===== src/rtl/irqResolverPkg.sv =====
package irqResolverPkg;
  localparam int IRQ_LINES = 13;
  localparam int IDX_W     = $clog2(IRQ_LINES);
  localparam int VS_W      = 3;

  typedef struct packed {
    logic                 capture;
    logic [IRQ_LINES-1:0] hit;
  } irqStrobe_t;
endpackage


===== src/rtl/irqCtrl.sv =====
module irqCtrl
  import irqResolverPkg::*;
(
  input  logic                 clk,
  input  logic                 rstN,
  input  logic                 updEn,
  input  logic [IDX_W-1:0]     updIdx,
  input  logic                 updLevel,
  input  logic                 cfgWe,
  input  logic [IRQ_LINES-1:0] cfgMask,
  input  logic [VS_W-1:0]      cfgVs,
  input  logic                 globalIe,
  input  logic                 dbgMode,
  output logic [IRQ_LINES-1:0] pend,
  output logic [VS_W-1:0]      vsCode,
  output logic                 wake,
  output irqStrobe_t           strb
);
  logic [IRQ_LINES-1:0] enMask;

  // one pending flop per line; indices past the top line match no bit
  for (genvar b = 0; b < IRQ_LINES; b++) begin : g_pend
    always_ff @(posedge clk) begin
      if (!rstN) begin
        pend[b] <= 1'b0;
      end else if (updEn && updIdx == IDX_W'(b)) begin
        pend[b] <= updLevel;
      end
    end
  end

  always_ff @(posedge clk) begin
    if (!rstN) begin
      enMask <= '0;
      vsCode <= '0;
    end else if (cfgWe) begin
      enMask <= cfgMask;
      vsCode <= cfgVs;
    end
  end

  logic [IRQ_LINES-1:0] hitVec;
  assign hitVec = pend & enMask;
  assign wake   = |hitVec;

  always_comb begin
    strb.hit     = hitVec;
    strb.capture = wake && globalIe && !dbgMode;
  end
endmodule


===== src/rtl/irqDatapath.sv =====
module irqDatapath
  import irqResolverPkg::*;
#(
  parameter int ADDR_W  = 32,
  parameter int VEC_OFS = 64
) (
  input  logic              clk,
  input  logic              rstN,
  input  irqStrobe_t        strb,
  input  logic [VS_W-1:0]   vsCode,
  input  logic [ADDR_W-1:0] entryBase,
  output logic              takeReq,
  output logic [IDX_W-1:0]  selIdx,
  output logic [ADDR_W-1:0] targetAddr
);
  localparam int SH_W = VS_W + 1;

  logic [IDX_W-1:0]  winner;
  logic [ADDR_W-1:0] vecNum;
  logic [SH_W-1:0]   shAmt;
  logic [ADDR_W-1:0] vecOffset;
  logic [ADDR_W-1:0] nextAddr;

  // later iterations overwrite earlier ones: the top set bit wins
  always_comb begin
    winner = '0;
    for (int i = 0; i < IRQ_LINES; i++) begin
      if (strb.hit[i]) winner = IDX_W'(i);
    end
  end

  always_comb begin
    vecNum    = ADDR_W'(VEC_OFS) + ADDR_W'(winner);
    shAmt     = SH_W'(vsCode) + SH_W'(2);
    vecOffset = (vsCode == '0) ? '0 : (vecNum << shAmt);
    nextAddr  = entryBase + vecOffset;
  end

  always_ff @(posedge clk) begin
    if (!rstN) begin
      takeReq    <= 1'b0;
      selIdx     <= '0;
      targetAddr <= '0;
    end else if (strb.capture) begin
      takeReq    <= 1'b1;
      selIdx     <= winner;
      targetAddr <= nextAddr;
    end else begin
      takeReq    <= 1'b0;
      selIdx     <= '0;
      targetAddr <= '0;
    end
  end
endmodule


===== src/rtl/irqResolver.sv =====
module irqResolver
  import irqResolverPkg::*;
#(
  parameter int ADDR_W  = 32,
  parameter int VEC_OFS = 64
) (
  input  logic                 clk,
  input  logic                 rstN,
  input  logic                 updEn,
  input  logic [IDX_W-1:0]     updIdx,
  input  logic                 updLevel,
  input  logic                 cfgWe,
  input  logic [IRQ_LINES-1:0] cfgMask,
  input  logic [VS_W-1:0]      cfgVs,
  input  logic                 globalIe,
  input  logic                 dbgMode,
  input  logic [ADDR_W-1:0]    entryBase,
  output logic [IRQ_LINES-1:0] pendOut,
  output logic                 wake,
  output logic                 takeReq,
  output logic [IDX_W-1:0]     selIdx,
  output logic [ADDR_W-1:0]    targetAddr
);
  irqStrobe_t      strb;
  logic [VS_W-1:0] vsCode;

  irqCtrl i_ctrl (
    .clk(clk), .rstN(rstN), .updEn(updEn), .updIdx(updIdx), .updLevel(updLevel),
    .cfgWe(cfgWe), .cfgMask(cfgMask), .cfgVs(cfgVs), .globalIe(globalIe),
    .dbgMode(dbgMode), .pend(pendOut), .vsCode(vsCode), .wake(wake), .strb(strb)
  );

  irqDatapath #(.ADDR_W(ADDR_W), .VEC_OFS(VEC_OFS)) i_dp (
    .clk(clk), .rstN(rstN), .strb(strb), .vsCode(vsCode), .entryBase(entryBase),
    .takeReq(takeReq), .selIdx(selIdx), .targetAddr(targetAddr)
  );
endmodule


===== config.mk =====
export PLATFORM = sky130hd
export DESIGN_NAME = irqResolver
export DESIGN_NICKNAME = d
export VERILOG_FILES = /design/src/rtl/irqResolverPkg.sv /design/src/rtl/irqCtrl.sv /design/src/rtl/irqDatapath.sv /design/src/rtl/irqResolver.sv
export SDC_FILE = /design/constraint.sdc
export NUM_CORES = 1
export LEC_CHECK = 0
export BUFFER_PORTS_ARGS = -buffer_cell sky130_fd_sc_hd__buf_2
export CORE_MARGIN = 2
export CORE_UTILIZATION = 30
export DETAILED_ROUTE_END_ITERATION = 8
export HOLD_SLACK_MARGIN = 0.06
export PLACE_DENSITY_LB_ADDON = 0.3
export SLEW_MARGIN = 40
export SYNTH_ARGS = -nofsm -noshare
export SYNTH_HDL_FRONTEND = slang
export SYNTH_HIERARCHICAL = 1
export SYNTH_SLANG_ARGS = --single-unit

===== constraint.sdc =====
create_clock -name clk -period 4.9 [get_ports clk]
set_input_delay 0.98 -clock clk [delete_from_list [all_inputs] [get_ports clk]]
set_output_delay 0.98 -clock clk [all_outputs]
set_load 0.02 [all_outputs]

Yosys cells after proc, flatten, opt, wreduce, memory -nomap -nowiden
Index checks and enable logic that the tools add are counted.
{"block": "word_totals", "regBits": 66, "inputBits": 59, "output_inout_bits": 51, "wordCells": 69}
{"block": "classes", "addsub": 3, "n_eq_ne": 12, "shift": 1, "mux": 14, "bitwise": 1, "n_reduce_logical": 20}
{"cell": "32-bit adder", "count": 1}
{"cell": "32-bit 2-to-1 mux", "count": 1}
{"cell": "32-bit by 4-bit left shift with 32-bit output", "count": 1}
{"cell": "4-bit == test (second input constant)", "count": 5}
{"cell": "4-bit 2-to-1 mux", "count": 5}
{"cell": "4-bit by 3-bit == test with 1-bit output (second input constant)", "count": 4}
{"cell": "1-bit logical AND", "count": 15}
{"cell": "13-bit bitwise AND", "count": 1}
{"cell": "13-bit OR reduction", "count": 1}
{"cell": "3-bit 2-to-1 mux", "count": 4}
{"cell": "7-bit by 4-bit adder with 8-bit output (first input constant)", "count": 1}
{"cell": "4-bit by 2-bit == test with 1-bit output (second input constant)", "count": 2}
{"cell": "3-bit by 2-bit adder with 4-bit output (second input constant)", "count": 1}
{"cell": "4-bit by 1-bit == test with 1-bit output (second input constant)", "count": 1}
{"cell": "4-bit logical NOT", "count": 1}
{"cell": "2-bit 2-to-1 mux", "count": 2}
{"cell": "3-bit logical NOT", "count": 1}
{"cell": "1-bit 2-to-1 mux", "count": 2}
{"cell": "2-bit AND reduction", "count": 1}
{"cell": "1-bit logical NOT", "count": 1}

Longest topological paths before layout
{"block": "depth", "depth_word": 17, "depth_mapped": 19, "mapped_depth_nobuf": 19}

Hierarchy
The synthesis kept the hierarchy.
{"mod": "irqDatapath", "n_inst": 1, "cells_each": 363, "area_each_um2": 2767.7, "seq_area_each_um2": 740.7}
{"mod": "irqCtrl", "n_inst": 1, "cells_each": 144, "area_each_um2": 1305.0, "seq_area_each_um2": 580.6}

Least setup slack after synthesis
Ideal clock, no wire load.
{"block": "synth_timing", "kind": "register to register", "start": "register i_ctrl.pend[1]", "end": "register i_dp.targetAddr[24]", "setup_time_ns": 0.128, "arrival_time_ns": 3.551, "required_time_ns": 4.772, "path_slack_ns": 1.221, "stages_incl_launch_ff": 18, "n_path_buf": 0, "period_less_slack_ns": 3.679, "cell_sequence": "dfxtp_1 > and2_1 > nor2b_1 > o21bai_1 > a21oi_1 > o21ai_1 > a211oi_1 > o21ai_0 > or3_1 > fa_1 > nand2b_1 > a21oi_1 > o21ai_1 > a2111oi_4 > o21ai_2 > a21oi_1 > xnor2_1 > nor2_1"}
{"item": "start: declaration", "line": "irqCtrl.sv:14", "source": "output logic [IRQ_LINES-1:0] pend,"}
{"item": "start signal: indexed assignment", "line": "irqCtrl.sv:27", "source": "pend[b] <= updLevel;"}
{"item": "end signal: assignment", "line": "irqDatapath.sv:47", "source": "targetAddr <= nextAddr;"}
{"item": "end: declaration", "line": "irqDatapath.sv:14", "source": "output logic [ADDR_W-1:0] targetAddr"}

==> run metrics <==
outcome=complete, no violations; # Post-CTS Setup Buffers=0; Finished Cell Area=5020 um^2; setup violators final=0; Layout area overhead=23.2%; #FFs+latches synth=66; fin crit period=4.31 ns; Routed Antenna Nets=0; Slew HR=61.2%; critical path data required time=5.12 ns; Reg clk slew, reported paths=0.06 ns; die area=14500 um^2; fin. max-slew vios=0; LEAKAGE=2.23 nW; Die Span Y=121 um; simple-gate share of the synthesized area=24.1%; worst hold path type=reg2reg; total negative slack=0 ns; Routed WL per cell=14.3 um; Clock Skew=0.00844 ns; CTS buffer count=9; vias in the first global route=3685; Worst Setup End Kind=flop; library cells used by synthesis=64; Slowest-stage cell, CP=a2111oi_4; Pwr Total=0.00133 W; Starting Density=30.8%; synth warn=6; CTS tree=yes; crit-path cells=and2_1 > nor2b_1 > o21bai_1 > a21oi_1 > o21ai_1 > a211oi_1 > o21ai_0 > or3_1 > fa_1 > nand2b_1 > a21oi_1 > o21ai_1 > a2111oi_4 > o21ai_2 > a21oi_1 > xnor2_1 > nor2_1; Pre-antenna DRT Iters=4; worst-path fanout max=5; clock buffer depth=2; GRT Residual Overflow=0; share of cells above drive strength 1=23.5%; syn_area_per_cell=8.03 um^2; Synth Area in XOR/XNOR=5.16%; Mapped Area=4070 um^2; CTS H-tree depth=3; CP Class=reg2reg; Synth Area in Compound Gates=22.6%; post-synthesis sequential area ratio=32.4%; mux cell area share after synthesis=4.21%; I/O pin total=110; Synth Flop Type=dfxtp_1; die width=121 um; dpl hpwl=8.90 mm; Worst setup SP type=flop; Max stage delay on crit path=0.49 ns; ys async rst share=0%; CP Data Arrival Time=4.53 ns; Hold Buf Count CTS=0; clock latency on the worst-skew pair=0.34 ns; final hold vios=0; post-synthesis adder-cell area fraction=7.56%; largest family of logic cells by synthesized area=simple AND/OR/NAND/NOR gates; DR iter-0 viols=234; clock root buffer=clkbuf_16; Post-synth EDFFs=0; routability cong.=0.908; maxcap violations=0; Syn Nets=590; worst-margin pin slew=0.579 ns; Fillers=1426; Placed Cells=774; Pwr Density=265 nW/um^2; Final Cycle Share=88.0%; unrepaired setup endpoints after global routing=no; initial antenna violation count=0; # diodes=0; maximum vdd drop=0.154 mV; Mapped Cells=507; Max Clk Rate=232 MHz; DR vias/cell=4.99; first-pass GRT wire length=18.0 mm; nets@finish=692; CP dominant cell by count=a21oi_1; largest net degree at the start of global routing=34; Tot GR Track Use=15.8%; via count=3940; Port Buffer Count=109; row count=42; DRC Markers=0; area of the core=13200 um^2; placed instance area=4750 um^2; WL final=11.3 mm; PostCTS Resize Cnt=0; Post-Layout Cell Count=790; clock tree sinks=66
-- final timing paths --
check | start | end | slack, ns | cells past startpoint
min reg2reg | i_ctrl/enMask[8] | i_ctrl/enMask[8] | 0.49 | 2
max | i_ctrl/pend[1] | i_dp/targetAddr[26] | 0.59 | 17
min | i_ctrl/enMask[8] | i_ctrl/enMask[8] | 0.49 | 2
max reg2reg | i_ctrl/pend[1] | i_dp/targetAddr[26] | 0.59 | 17
-- routing by layer --
metal	wire, um	share of wire [%]	track usage (%)
met1	4930	44	19.0
met3	763	6.8	4.76
met2	5350	48	26.7
met5	0	0	0
met4	216	1.9	5.96
-- layout by cell type, fill, tap and decap left out, drive strengths merged, types with 4 or more instances in the layout --
cell	count
a41o	4
clkbuf	9
buf	110
o21bai	5
nor2	83
o21ai	31
nand3	15
ha	23
nand2b	6
a31oi	6
nor3	8
inv	17
and2	15
xnor2	16
nor2b	4
dfxtp	66
nand3b	4
o31ai	4
a21o	4
clkinv	5
a211oi	4
a21oi	54
xor2	8
o211ai	9
nand4	5
o21a	5
and3	6
mux2i	16
nand2	41
-- worst max-delay path, delay by kind of cell (launching register included) --
family          cells  cell delay, ns
flops               1            0.39
xor+xnor            1            0.14
simple gates        5            0.93
fa+ha+maj           1            0.43
compound gates     10            2.29
-- report_power, final --
part | internal, W | switching (W) | leakage, nW
registers | 0.000547 | 0.0000101 | 0.535
clock network | 0.000339 | 0.000241 | 0.131
logic | 0.0000782 | 0.000113 | 1.57
total | 0.000965 | 0.000364 | 2.23
-- state kept, by name, summed over array words and instances (netlist names) --
register,count
i_dp/targetAddr,32
i_dp/takeReq,1
i_dp/selIdx,4
i_ctrl/enMask,13
i_ctrl/pend,13
i_ctrl/vsCode,3
-- Yosys cell counts, types with 2 or more instances --
| library cell | count | share of area (%) |
|---|---|---|
| a211oi_1 | 4 | 0.74 |
| a21o_1 | 4 | 0.74 |
| a21oi_1 | 54 | 6.6 |
| a31oi_1 | 4 | 0.61 |
| a41o_1 | 4 | 0.98 |
| and2_1 | 15 | 2.3 |
| and3_1 | 6 | 0.92 |
| buf_2 | 2 | 0.25 |
| clkbuf_1 | 14 | 1.3 |
| clkbuf_8 | 2 | 0.68 |
| dfxtp_1 | 66 | 32 |
| ha_1 | 23 | 7.1 |
| inv_1 | 16 | 1.5 |
| mux2i_1 | 16 | 3.9 |
| nand2_1 | 41 | 3.8 |
| nand2b_1 | 6 | 0.92 |
| nand3_1 | 15 | 1.8 |
| nand3b_1 | 4 | 0.74 |
| nand4_1 | 4 | 0.61 |
| nor2_1 | 83 | 7.6 |
| nor2b_1 | 4 | 0.61 |
| nor3_1 | 8 | 0.98 |
| nor4_1 | 3 | 0.46 |
| o211ai_1 | 7 | 1.3 |
| o211ai_2 | 2 | 0.61 |
| o21a_1 | 4 | 0.74 |
| o21ai_0 | 17 | 2.1 |
| o21ai_1 | 12 | 1.5 |
| o21bai_1 | 5 | 0.92 |
| o22a_1 | 2 | 0.43 |
| o22ai_1 | 2 | 0.31 |
| o31ai_1 | 3 | 0.55 |
| or3_1 | 2 | 0.31 |
| xnor2_1 | 16 | 3.4 |
| xor2_1 | 8 | 1.7 |
-- per-stage QoR --
stage / util, % / hold slack (ns) / worst slack, ns
6_report: 37.9 / 0.486 / 0.589
4_1_cts: 37.9 / 0.493 / 0.654
5_1_grt: 37.9 / 0.519 / 0.252
3_3_place_gp: 35.9 / 0.473 / 0.754
2_1_floorplan: - / 0.452 / 1.22
3_5_place_dp: 35.9 / 0.479 / 0.680
-- kinds of logic (layout without fill, tap and decap cells) --
family,after synthesis,in the layout
buffers and inverters,36,143
adder cells (fa/ha/maj),24,24
flip-flops,66,66
XOR/XNOR,24,24
AND/OR/NAND/NOR,202,202
AO/OA/AOI/OAI,138,138
multiplexers,17,17
-- final cells by class --
class                           count  area (um^2)  area share [%]
Tap cell                          176          220            4.39
Inverter                           17         63.8            1.27
Timing Repair Buffer              110          553            11.0
Clock inverter                      7         43.8           0.873
Clock buffer                        9          225            4.49
Multi-Input combinational cell    405         2590            51.6
Sequential cell                    66         1320            26.3
No activity file was read; power rests on OpenSTA's default activity.
